<file path="src/rtl/lsmPkg.sv">
package lsmPkg;
  typedef struct packed {
    logic load;   // capture a new register list
    logic step;   // retire the current micro-op and advance
  } lsmStrobeT;
endpackage

</file>
<file path="src/rtl/lsmCtrl.sv">
module lsmCtrl
  import lsmPkg::*;
(
  input  logic      clk,
  input  logic      rstN,
  input  logic      inValid,
  input  logic      inMaskAny,
  input  logic      lastNow,
  output lsmStrobeT strobes,
  output logic      busy,
  output logic      first
);
  logic accept;

  assign accept        = inValid && !busy;
  assign strobes.load  = accept && inMaskAny;
  assign strobes.step  = busy;

  always_ff @(posedge clk) begin
    if (!rstN) begin
      busy  <= 1'b0;
      first <= 1'b0;
    end else begin
      if (strobes.load) begin
        busy  <= 1'b1;
        first <= 1'b1;
      end else if (strobes.step) begin
        first <= 1'b0;
        if (lastNow) busy <= 1'b0;
      end
    end
  end
endmodule

</file>
<file path="src/rtl/lsmDatapath.sv">
module lsmDatapath
  import lsmPkg::*;
#(
  parameter int NREGS      = 16,
  parameter int AW         = 32,
  parameter int WORD_BYTES = 4,
  localparam int REGW      = $clog2(NREGS)
) (
  input  logic             clk,
  input  logic             rstN,
  input  lsmStrobeT        strobes,
  input  logic [NREGS-1:0] inMask,
  input  logic [AW-1:0]    inBase,
  input  logic             inStore,
  output logic [REGW-1:0]  curReg,
  output logic [AW-1:0]    curAddr,
  output logic             curStore,
  output logic             lastNow
);
  logic [NREGS-1:0] remMask;
  logic [NREGS-1:0] lowBit;

  assign lowBit  = remMask & (~remMask + NREGS'(1));
  assign lastNow = (remMask & (remMask - NREGS'(1))) == '0;

  always_comb begin
    curReg = '0;
    for (int i = NREGS - 1; i >= 0; i--) begin
      if (remMask[i]) curReg = REGW'(i);
    end
  end

  always_ff @(posedge clk) begin
    if (!rstN) begin
      remMask  <= '0;
      curAddr  <= '0;
      curStore <= 1'b0;
    end else if (strobes.load) begin
      remMask  <= inMask;
      curAddr  <= inBase;
      curStore <= inStore;
    end else if (strobes.step) begin
      remMask  <= remMask & ~lowBit;
      curAddr  <= curAddr + AW'(WORD_BYTES);
    end
  end
endmodule

</file>
<file path="src/rtl/lsmSequencer.sv">
module lsmSequencer
  import lsmPkg::*;
#(
  parameter int NREGS      = 16,
  parameter int AW         = 32,
  parameter int WORD_BYTES = 4,
  localparam int REGW      = $clog2(NREGS)
) (
  input  logic             clk,
  input  logic             rstN,
  input  logic             inValid,
  output logic             inReady,
  input  logic [NREGS-1:0] inMask,
  input  logic [AW-1:0]    inBase,
  input  logic             inStore,
  output logic             uopValid,
  output logic [REGW-1:0]  uopReg,
  output logic [AW-1:0]    uopAddr,
  output logic             uopStore,
  output logic             uopFirst,
  output logic             uopLast,
  output logic             stallUp
);
  lsmStrobeT strobes;
  logic      busy;
  logic      first;
  logic      lastNow;

  lsmCtrl uCtrl (
    .clk(clk), .rstN(rstN), .inValid(inValid), .inMaskAny(|inMask),
    .lastNow(lastNow), .strobes(strobes), .busy(busy), .first(first)
  );

  lsmDatapath #(.NREGS(NREGS), .AW(AW), .WORD_BYTES(WORD_BYTES)) uDp (
    .clk(clk), .rstN(rstN), .strobes(strobes), .inMask(inMask),
    .inBase(inBase), .inStore(inStore), .curReg(uopReg),
    .curAddr(uopAddr), .curStore(uopStore), .lastNow(lastNow)
  );

  assign inReady  = !busy;
  assign stallUp  = busy;
  assign uopValid = busy;
  assign uopFirst = first;
  assign uopLast  = busy && lastNow;
endmodule

</file>
<file path="config.mk">
export PLATFORM = sky130hd
export DESIGN_NAME = lsmSequencer
export DESIGN_NICKNAME = d
export VERILOG_FILES = /design/src/rtl/lsmPkg.sv /design/src/rtl/lsmCtrl.sv /design/src/rtl/lsmDatapath.sv /design/src/rtl/lsmSequencer.sv
export SDC_FILE = /design/constraint.sdc
export NUM_CORES = 1
export LEC_CHECK = 0
export BUFFER_PORTS_ARGS = -buffer_cell sky130_fd_sc_hd__buf_2
export CORE_MARGIN = 4
export CORE_UTILIZATION = 49
export DETAILED_ROUTE_END_ITERATION = 10
export MAX_ROUTING_LAYER = met4
export PLACE_DENSITY = 0.77
export SLEW_MARGIN = 30
export SYNTH_ARGS = -nofsm -noshare
export SYNTH_HDL_FRONTEND = slang
export SYNTH_HIERARCHICAL = 1
export SYNTH_SLANG_ARGS = --single-unit
</file>
<file path="constraint.sdc">
create_clock -name clk -period 3.2 [get_ports clk]
set_input_delay 0.16 -clock clk [delete_from_list [all_inputs] [get_ports clk]]
set_output_delay 0.16 -clock clk [all_outputs]
set_load 0.02 [all_outputs]
</file>
# == Word-level counts from Yosys, hierarchy flattened ==
# Index checks and enable logic that the tools add are counted.
# classes
addsub,3
muxes,25
bitwise,5
n_reduce_logical,7
# op_table
cell,count
32-bit two-way mux,2
4-bit two-way mux,16
16-bit bitwise AND,3
32-bit by 3-bit adder with 32-bit output (second input constant),1
16-bit two-way mux,2
16-bit NOT,2
16-bit by 1-bit adder with 16-bit output (second input constant),1
16-bit zero test,1
16-bit OR reduction,1
16-bit by 1-bit subtractor with 16-bit output (second input constant),1
1-bit two-way mux,5
1-bit logical AND,3
2-bit nonzero test,1
1-bit zero test,1
# word_totals
regBits,51
output_inout_bits,42

# == Depth between registers and ports, before layout ==
# Gate-level depths: netlist of run 1.
# logic_depth
depth_word,16
depth_mapped,10

# == Cells and area by module ==
# The synthesis of run 1 kept the hierarchy.
# by_module_without_submodules
module,n_inst,cells_per_inst,area_per_inst_um2
lsmDatapath,1,357,2827.7
lsmCtrl,1,10,96.3
lsmSequencer,1,8,48.8

# == Least setup slack after synthesis of run 1 ==
# Ideal clock, no wire load.
# synth_timing
path_type,input -> register
startpoint,in inMask[4]
endpoint,reg uDp.remMask[8]
setup_ps,70
arrival_ps,1789
path_stages,10
required_time_ps,3130
setup_slack_ps,1341
cell_sequence,nor4_1 -> nand4_1 -> nand2_1 -> nor2_1 -> clkbuf_1 -> inv_1 -> clkbuf_1 -> clkbuf_1 -> nand3_1 -> a21oi_1
# synth_rtl
item,line_no,text
from (decl),lsmSequencer.sv:13,"input logic [NREGS-1:0] inMask,"
to (signal assigned),lsmDatapath.sv:39,remMask <= inMask;
to (signal assigned),lsmDatapath.sv:43,remMask <= remMask & ~lowBit;
to (decl),lsmDatapath.sv:20,logic [NREGS-1:0] remMask;

# == Worst setup path after layout of run 1 ==
# layout_timing
startpoint,reg uDp.remMask[2]
endpoint,out uopLast
# layout_between
elab_chain_len,4
# layout_rtl
item,line_no,text
16-bit by 1-bit subtractor with 16-bit output,lsmDatapath.sv:24,assign lastNow = (remMask & (remMask - NREGS'(1))) == '0;
16-bit bitwise AND (*),lsmDatapath.sv:24,
16-bit zero test (*),lsmDatapath.sv:24,
named net lastNow,lsmSequencer.sv:27,logic lastNow;
1-bit logical AND (*),lsmSequencer.sv:44,assign uopLast = busy && lastNow;
to (decl),lsmSequencer.sv:21,"output logic uopLast,"
# Mark *: on every way through the listed nets, which the timed path passes. The rest lies on a longest branch.

==> results of run 1 <==
-- stage by stage --
stage / hold slack [ns] / util (%) / power, mW
final: 0.0767 / 60.0 / 1.81
after global routing: 0.0903 / 60.0 / 1.90
after CTS: 0.0718 / 60.0 / 1.81
after detailed placement: 0.396 / 57.7 / 1.28
after global placement: 0.389 / 57.7 / 1.27
after floorplan: 0.298 / - / 1.12
-- worst max-delay path, stage by stage (launching register included) --
cell and delay, ns:
dfxtp_1 0.40, nor2_1 0.40, nand2_1 0.17, a2111oi_0 0.44, a21oi_1 0.10, nor3_1 0.27
and2_1 0.17, buf_2 0.16
-- layout make-up --
cell class	instances	share of cell area (%)
repair buffers	97	14.0
multi-input cells	292	49.9
clock buffers	5	1.94
clock inverters	3	1.90
inverters	8	0.846
well taps	75	2.64
flip-flops and latches	51	28.8
-- path summary, 6_finish.rpt --
path                         end  slack (ns)  depth (start not counted)
setup reg to reg      uCtrl/busy        1.09                          7
hold reg to reg      uCtrl/first        0.49                          2
hold / removal    uDp/curAddr[3]        0.08                          3
setup / recovery         uopLast        0.62                          7
-- routing by layer --
metal	vias up	wire (µm)	GRT usage (%)
met1	1455	3570	31.0
met4	0	100	6.19
met5	-	0	-
li1	1527	-	-
met3	12	788	4.42
met2	161	3750	36.1
-- synthesized netlist by cell type, types with 2 or more instances --
| master | count |
|---|---|
| a211oi_1 | 6 |
| a21oi_1 | 49 |
| and2_1 | 2 |
| and3_1 | 14 |
| and3_2 | 3 |
| buf_4 | 2 |
| clkbuf_1 | 14 |
| clkbuf_8 | 4 |
| dfxtp_1 | 51 |
| inv_1 | 8 |
| mux2i_1 | 4 |
| nand2_1 | 30 |
| nand3_1 | 21 |
| nand4_1 | 19 |
| nor2_1 | 34 |
| nor3_1 | 7 |
| nor4_1 | 8 |
| nor4_2 | 2 |
| nor4_4 | 2 |
| o211ai_1 | 4 |
| o21ai_0 | 21 |
| o21ba_2 | 2 |
| o22ai_1 | 11 |
| xnor2_1 | 7 |
| xor2_1 | 22 |
-- power by group through the flow --
stage,logic (mW),clock network (mW),registers [mW]
floorplan,0.290,0,0.833
global placement,0.472,0,0.795
detailed placement,0.480,0,0.797
CTS,0.482,0.543,0.784
global route,0.534,0.573,0.797
finish,0.484,0.536,0.786
-- kinds of logic after synthesis --
logic type                 share of synthesized area [%]
xor gates and xnor gates                            8.54
DFF                                                 34.3
muxes                                               1.35
adders and majority gates                          0.421
and+or+nand+nor                                     29.5
AOI/OAI and AO/OA                                   19.7
buffers and inverters                               6.10
-- registers in the layout, summed over array words and instances, names as in the netlist --
signal        count
uDp/curStore      1
uDp/curAddr      32
uCtrl/busy        1
uCtrl/first       1
uDp/remMask      16
==> impl_metrics.py, run 1 <==
metrics = {
    "status": {
        "status": "completed",
    },
    "place": {
        "gp_congestion": 0.876,
        "dp_hpwl_mm": 5.90,
        "io_buffer_count": 93,
        "postPlaceCellArea_mm2": 0.00341,
        "place_inst": 523,
        "dpl_worst_slack_ns": 1.01,
    },
    "worst_hold_path": {
        "hold_path.class": "input pin to register",
        "hp-start": "inBase[3]",
    },
    "sta": {
        "grt_setup_unrepaired": "false",
        "worst_pin_slew_ns": 0.627,
        "setup_viol": 0,
        "drv_slew": 0,
        "max-slew-margin-rel_pct": 58.1,
        "fin_worst_skew_ns": 0.00299,
        "timing.setup.tns_ns": 0,
        "finalWorstSetupSlack_ns": 0.620,
        "min_period_ns": 2.58,
        "finalCritPeriodShare_pct": 80.6,
        "fmax_mhz": 388,
        "hold_viol": 0,
    },
    "route": {
        "ant_nets": 0,
        "vias": 3155,
        "first_pass_iters": 4,
        "drc": 0,
        "routed_wirelength_mm": 8.22,
        "post_drt_wl_per_cell_um": 15.5,
        "drtIter0Drc": 171,
        "viasPerCell": 5.94,
    },
    "power": {
        "power.internal_mw": 1.19,
        "p_leak_nw": 1.48,
        "powerDensity_mw_per_mm2": 509,
        "ir_worst_vdd_uv": 296,
        "power.share.sequential_pct": 43.5,
        "p_comb_share_pct": 26.8,
        "switching_share_pct": 33.9,
        "p_sw_mw": 0.611,
        "clkPwrFrac_pct": 29.7,
    },
    "logic_synthesis": {
        "netlist_top_cells_area": "dfxtp_1, a21oi_1, xor2_1",
        "synth_warnings": 6,
        "synth.avg_cell_area_um2": 7.93,
        "postSynthCellCount": 375,
        "syn-cell-area_mm2": 0.00297,
        "synth_top_area_share_pct": 34.3,
        "synth_ff_type": "dfxtp_1",
        "synthArstFlopShare_pct": 0,
        "yosysSeqAreaShare_pct": 34.3,
        "yosysTopAreaCell": "dfxtp_1",
        "synth_edf_count": 0,
        "synth.distinct_cells": 53,
        "synth_nets": 428,
        "synth-seq-cells": 51,
    },
    "clock_network": {
        "cts_buffer_depth": 2,
        "cts-resized-gates": 0,
        "cts-root-buf": "clkbuf_8",
        "clock-sinks": 51,
        "clk_latency_ns": 0.31,
        "postCtsSetupRepairBufs": 0,
        "cts_buffers": 5,
        "htreeDepth": 2,
        "cts_tree": "yes",
        "clk_pin_slew_ns": 0.09,
        "postCtsHoldBufs": 0,
    },
    "critical_path": {
        "crit_start": "uDp/remMask[2]",
        "startpoint_type": "register",
        "arrival_ns": 2.42,
        "crit_required_ns": 3.04,
        "end_kind": "primary output",
        "setup.worst_path.class": "register to primary output",
        "path_max_fanout": 8,
        "rr_startpoint": "uDp/remMask[2]",
    },
    "final_layout": {
        "ff_latch_area_mm2": 0.00102,
        "stdcell_area_mm2": 0.00355,
        "final_cell_mix": "buf_2, dfxtp_1, a21oi_1",
        "n_antenna_cell": 0,
        "fillers": 568,
        "drive_above_1_share_pct": 27.2,
        "final_common_cell": "buf_2",
        "syn_to_final_growth_pct": 19.4,
        "multi_input_area_mm2": 0.00177,
        "stdcell_count": 531,
        "nets": 508,
    },
    "flow_run": {
        "max_cap_viol_count": 0,
    },
    "grt": {
        "antenna_found_initial": 0,
        "grt_pass1_wl_mm": 13.7,
        "grt_util_all_layers_pct": 23.2,
        "grt_pass1_vias": 2925,
        "overflow": 0,
        "grt_max_degree": 37,
    },
    "floorplan": {
        "core_mm2": 0.00592,
        "dieArea_mm2": 0.00738,
        "rows": 28,
        "die_h_um": 85.9,
        "die-width_um": 85.9,
        "start_util_pct": 50.2,
        "ios": 94,
    },
}
No activity file was read; power rests on OpenSTA's default activity.
==> inputs of run 2 (changes only) <==
Settings changed: CORE_UTILIZATION 49 to 46, PLACE_DENSITY 0.77 to 0.76.
Clock period 3.2 ns to 2.1 ns, I/O delays scaled along.
==> impl_metrics.py, run 2 (synthesis gave the netlist of run 1 again) <==
metrics = {
    "sta": {
        "fin_worst_skew_ns": 0.00891,
        "hold_viol": 0,
        "min_period_ns": 2.08,
        "grt_setup_unrepaired": "true",
        "drv_slew": 0,
        "finalCritPeriodShare_pct": 98.9,
        "worst_pin_slew_ns": 0.531,
        "max-slew-margin-rel_pct": 64.3,
        "fmax_mhz": 481,
        "setup_viol": 0,
    },
    "final_layout": {
        "utilization_pct": 57.3,
        "drive_above_1_share_pct": 29.7,
        "stdcell_count": 541,
        "largest_register_ff_count": 32,
        "final_cell_mix": "buf_2, a21oi_1, dfxtp_1",
        "nets": 518,
        "n_antenna_cell": 0,
        "syn_to_final_growth_pct": 21.6,
        "top_regs": "uDp/curAddr (32), uDp/remMask (16)",
        "regMostFlops": "uDp/curAddr",
        "final_common_cell": "buf_2",
    },
    "critical_path": {
        "crit_required_ns": 2.00,
        "arrival_ns": 1.97,
        "startpoint_type": "register",
        "setup.worst_path.class": "register to primary output",
        "r2r_slack_ns": 0.18,
        "end_kind": "primary output",
        "reg2regPathDepth": 5,
        "timing.rr.end": "uDp/curAddr[24]",
        "path_max_fanout": 7,
        "crit_start": "uDp/remMask[1]",
        "rr_startpoint": "uDp/curAddr[7]",
    },
    "place": {
        "place_inst": 532,
        "io_buffer_count": 93,
        "gp_congestion": 0.998,
        "dp_hpwl_mm": 6.17,
    },
    "power": {
        "powerDensity_mw_per_mm2": 702,
        "p_leak_nw": 1.53,
        "ir_worst_vdd_uv": 377,
    },
    "floorplan": {
        "die-width_um": 88.4,
        "die_h_um": 88.4,
        "dieArea_mm2": 0.00781,
        "core_mm2": 0.00631,
        "rows": 29,
        "start_util_pct": 47.1,
        "ios": 94,
    },
    "worst_hold_path": {
        "hold_path.class": "input pin to register",
        "hold_path_end": "uDp/remMask[7]",
        "whs_path_depth": 3,
        "hp-start": "inMask[7]",
    },
    "route": {
        "drc": 0,
        "drtIter0Drc": 207,
        "first_pass_iters": 5,
        "ant_nets": 0,
        "viasPerCell": 5.84,
        "routed_wirelength_mm": 8.58,
        "vias": 3159,
        "post_drt_wl_per_cell_um": 15.9,
    },
    "flow_run": {
        "max_cap_viol_count": 0,
    },
    "clock_network": {
        "clock-sinks": 51,
        "clk_pin_slew_ns": 0.09,
        "cts_tree": "yes",
        "cts_buffers": 5,
        "htreeDepth": 2,
        "cts_buffer_depth": 2,
        "clk_latency_ns": 0.31,
        "cts-root-buf": "clkbuf_8",
    },
    "grt": {
        "grt_max_degree": 37,
        "grt_pass1_vias": 2943,
        "overflow": 0,
        "antenna_found_initial": 0,
        "grt_pass1_wl_mm": 13.6,
        "grt_util_all_layers_pct": 22.2,
    },
    "status": {
        "status": "completed",
    },
}
==> run 2: worst max-delay path by stage <==
stage | end | slack (ns) | depth (start not counted)
after floorplan | uDp/remMask[14] | 0.26 | 6
after global placement | uDp/remMask[4] | 0.24 | 10
after detailed placement | uopLast | 0.22 | 7
after CTS | uopLast | 0.01 | 7
after global routing | uopLast | -0.1 | 7
final | uopLast | 0.02 | 7
==> run 2: where the power goes <==
part | internal, mW | total [mW] | switching [mW] | leakage, nW
clock | 0.223 | 0.542 | 0.318 | 0.0371
sequential | 1.06 | 1.20 | 0.141 | 0.422
combinational | 0.324 | 0.798 | 0.473 | 1.07
total | 1.61 | 2.54 | 0.933 | 1.53
==> run 2: per-stage QoR <==
| step | TNS, ns | instance area (µm²) | setup WS (ns) | total power [mW] | hold WS (ns) |
|---|---|---|---|---|---|
| finish | 0 | 3610 | 0.0231 | 2.54 | 0.0288 |
| global route | -0.180 | 3610 | -0.0953 | 2.67 | 0.0384 |
| CTS | 0 | 3580 | 0.0119 | 2.52 | 0.0243 |
| detailed placement | 0 | 3480 | 0.217 | 1.97 | 0.341 |
| global placement | 0 | 3480 | 0.243 | 1.96 | 0.337 |
| floorplan | 0 | 2970 | 0.256 | 1.71 | 0.243 |
==> run 2: timing repair <==
item | 4_1_cts | 5_1_grt
hold buffers | 0 | 0
pin swaps | 4 | 4
setup endpoints to repair | 1 | 2
buffers inserted | 1 | 2
gates resized for setup | 9 | 6
==> run 2: cell type report <==
| type | count | area (µm²) |
|---|---|---|
| Clock buffer | 6 | 72.6 |
| Inverter | 8 | 30.0 |
| Fill cell | 618 | 2700 |
| Tap cell | 77 | 96.3 |
| Timing Repair Buffer | 107 | 586 |
| Multi-Input combinational cell | 292 | 1800 |
| Sequential cell | 51 | 1030 |
==> run 2: worst max-delay path: stages, from the launching register on <==
cell and delay (ns):
dfxtp_1 0.38, nor2_2 0.22, nand2_1 0.15, a2111oi_1 0.37, a21oi_1 0.10, nor3_2 0.17
and2_1 0.16, buf_4 0.13
==> run 2: metal layers <==
layer	share of wire [%]	vias up	track usage (%)
li1	-	1542	-
met1	46	1479	29.3
met2	46	126	35.7
met3	7.0	12	2.79
met4	1.2	0	6.59
met5	0	-	-
==> inputs of run 3 (changes only) <==
Settings changed: ABC_AREA set to 1, CORE_UTILIZATION 46 to 47, CTS_CLUSTER_SIZE set to 20, PLACE_DENSITY 0.76 to 0.77.
==> impl_metrics.py, run 3 <==
metrics = {
    "status": {
        "status": "finished with violations",
        "failed_checks": "negative setup slack",
    },
    "logic_synthesis": {
        "netlist_top_cells_area": "dfxtp_1, nand2_1, nor2_1",
        "yosys.area_share.simple_pct": 36.3,
        "synthArstFlopShare_pct": 0,
        "yosysSeqAreaShare_pct": 32.1,
        "synth_top_family_by_area": "simple AND/OR/NAND/NOR gates",
        "synth_compound_area_share_pct": 17.1,
        "synth.avg_cell_area_um2": 6.57,
        "synth_ff_type": "dfxtp_1",
        "synth_nets": 537,
        "synth_warnings": 6,
        "synth-seq-cells": 51,
        "ys_top_cells_by_count": "nand2_1, dfxtp_1, nor2_1, inv_1, a31oi_1",
        "synth_xor_area_share_pct": 5.78,
        "synth_most_common_cell": "nand2_1",
        "synth_top_area_share_pct": 32.1,
        "synth.mux.area_fraction_pct": 0,
        "syn-cell-area_mm2": 0.00318,
        "yosysTopAreaCell": "dfxtp_1",
        "synth_adder_area_share_pct": 0.393,
        "synth_edf_count": 0,
        "postSynthCellCount": 484,
        "synth.distinct_cells": 36,
    },
    "clock_network": {
        "clk_latency_ns": 0.30,
        "clock-sinks": 51,
        "cts_buffers": 5,
        "cts_buffer_depth": 2,
        "postCtsHoldBufs": 0,
        "cts_tree": "yes",
        "htreeDepth": 2,
        "clk_pin_slew_ns": 0.09,
        "cts-root-buf": "clkbuf_8",
    },
    "final_layout": {
        "utilization_pct": 60.9,
        "final_common_cell": "nand2_1",
        "nets": 632,
        "n_antenna_cell": 0,
        "final_cell_mix": "nand2_1, buf_2, inv_1, dfxtp_1, nor2_1",
        "largest_register_ff_count": 32,
        "drive_above_1_share_pct": 27.3,
        "stdcell_count": 656,
        "syn_to_final_growth_pct": 23.6,
        "regMostFlops": "uDp/curAddr",
        "top_regs": "uDp/curAddr (32), uDp/remMask (16)",
    },
    "critical_path": {
        "timing.rr.end": "uDp/curAddr[28]",
        "startpoint_type": "register",
        "crit_required_ns": 2.00,
        "path_max_fanout": 5,
        "reg2regPathDepth": 9,
        "rr_startpoint": "uDp/curAddr[3]",
        "setup.worst_path.class": "register to primary output",
        "r2r_slack_ns": 0.27,
        "end_kind": "primary output",
        "arrival_ns": 2.00,
    },
    "worst_hold_path": {
        "hold_path.class": "input pin to register",
        "hold_path_end": "uDp/curAddr[0]",
        "hp-start": "inBase[0]",
        "whs_path_depth": 3,
    },
    "floorplan": {
        "die_h_um": 90.3,
        "dieArea_mm2": 0.00815,
        "start_util_pct": 49.3,
        "rows": 29,
        "ios": 94,
        "core_mm2": 0.00646,
        "die-width_um": 90.3,
    },
    "sta": {
        "finalCritPeriodShare_pct": 100,
        "finalWorstSetupSlack_ns": -0.00566,
        "fin_hold_ws_ns": 0.0196,
        "drv_slew": 0,
        "max-slew-margin-rel_pct": 54.8,
        "fin_worst_skew_ns": 0.00981,
        "worst_pin_slew_ns": 0.676,
        "grt_setup_unrepaired": "true",
        "fmax_mhz": 475,
        "min_period_ns": 2.11,
        "setup_viol": 1,
        "hold_viol": 0,
    },
    "route": {
        "vias": 3497,
        "drtIter0Drc": 266,
        "drc": 0,
        "first_pass_iters": 5,
        "viasPerCell": 5.33,
        "post_drt_wl_per_cell_um": 13.5,
        "routed_wirelength_mm": 8.86,
        "ant_nets": 0,
    },
    "place": {
        "io_buffer_count": 93,
        "gp_congestion": 0.956,
        "dpl_worst_slack_ns": 0.191,
        "dp_hpwl_mm": 6.63,
        "place_inst": 644,
    },
    "grt": {
        "grt_pass1_wl_mm": 14.7,
        "gr-usage-met3_pct": 4.00,
        "grt_pass1_vias": 3266,
        "grt.busiest_layer": "met2",
        "overflow": 0,
        "grt_max_degree": 38,
        "grt_util_all_layers_pct": 21.6,
        "use_met1_pct": 26.8,
        "met2_usage_pct": 36.2,
        "antenna_found_initial": 0,
    },
    "power": {
        "p_leak_nw": 1.78,
        "powerDensity_mw_per_mm2": 660,
        "ir_worst_vdd_uv": 421,
    },
    "flow_run": {
        "max_cap_viol_count": 0,
    },
}
-- run 3: cells by family (layout without fill, tap and decap cells) --
group	Yosys count	count (layout)
AND/OR/NAND/NOR	253	253
AO/OA/AOI/OAI	90	90
buffers and inverters	68	163
flip-flops	51	51
XOR/XNOR	21	21
adder cells (fa/ha/maj)	1	1
-- run 3: worst max-delay path by stage --
stage | startpoint | end | slack [ns] | cells after the start
final | uDp/remMask[5] | uopLast | -0.006 | 10
after global routing | uDp/remMask[2] | uopLast | -0.19 | 10
after global placement | uDp/curAddr[2] | uDp/curAddr[28] | 0.27 | 9
after CTS | uDp/remMask[0] | uopLast | 0.001 | 10
after floorplan | uDp/curAddr[2] | uDp/curAddr[28] | 0.35 | 9
after detailed placement | uDp/remMask[4] | uopLast | 0.19 | 10
-- run 3: repair_timing --
item	CTS	global route
gates resized for setup	10	12
setup endpoints to repair	1	2
pin swaps	2	9
buffers inserted	0	5
-- run 3: final cells by class --
| type | count | area (µm²) |
|---|---|---|
| clock buffer | 6 | 72.6 |
| tap | 77 | 96.3 |
| inverter | 49 | 184 |
| fill | 605 | 2520 |
| sequential | 51 | 1030 |
| multi-input combinational | 365 | 1940 |
| timing repair buffer | 107 | 577 |
| clock inverter | 1 | 30.0 |
-- run 3: metal layers --
layer	up-vias	share of wire, %
li1	1774	-
met1	1577	46
met2	132	47
met3	14	5.5
met4	0	1.7
met5	-	0
-- run 3: through the flow --
step	instance area, µm²	TNS [ns]	total power [mW]
after floorplan	3180	0	1.64
after global placement	3730	0	1.87
after detailed placement	3730	0	1.89
after CTS	3860	0	2.57
after global routing	3930	-0.190	2.73
final	3930	-0.00566	2.60
-- run 3: critical path, stage by stage, from the launching register on --
cell and delay, ns:
dfxtp_4 0.37, nor2_4 0.15, nand2_2 0.09, nor2_4 0.18, nand3_4 0.13, o21ai_2 0.17, nand4_1 0.13, nor3_2 0.24
nand2_1 0.07, inv_1 0.08, buf_6 0.11
-- run 3: power breakdown --
| group | internal (mW) | total (mW) | switching (mW) |
|---|---|---|---|
| Sequential | 1.05 | 1.15 | 0.103 |
| Clock | 0.350 | 0.674 | 0.324 |
| Combinational | 0.290 | 0.771 | 0.482 |
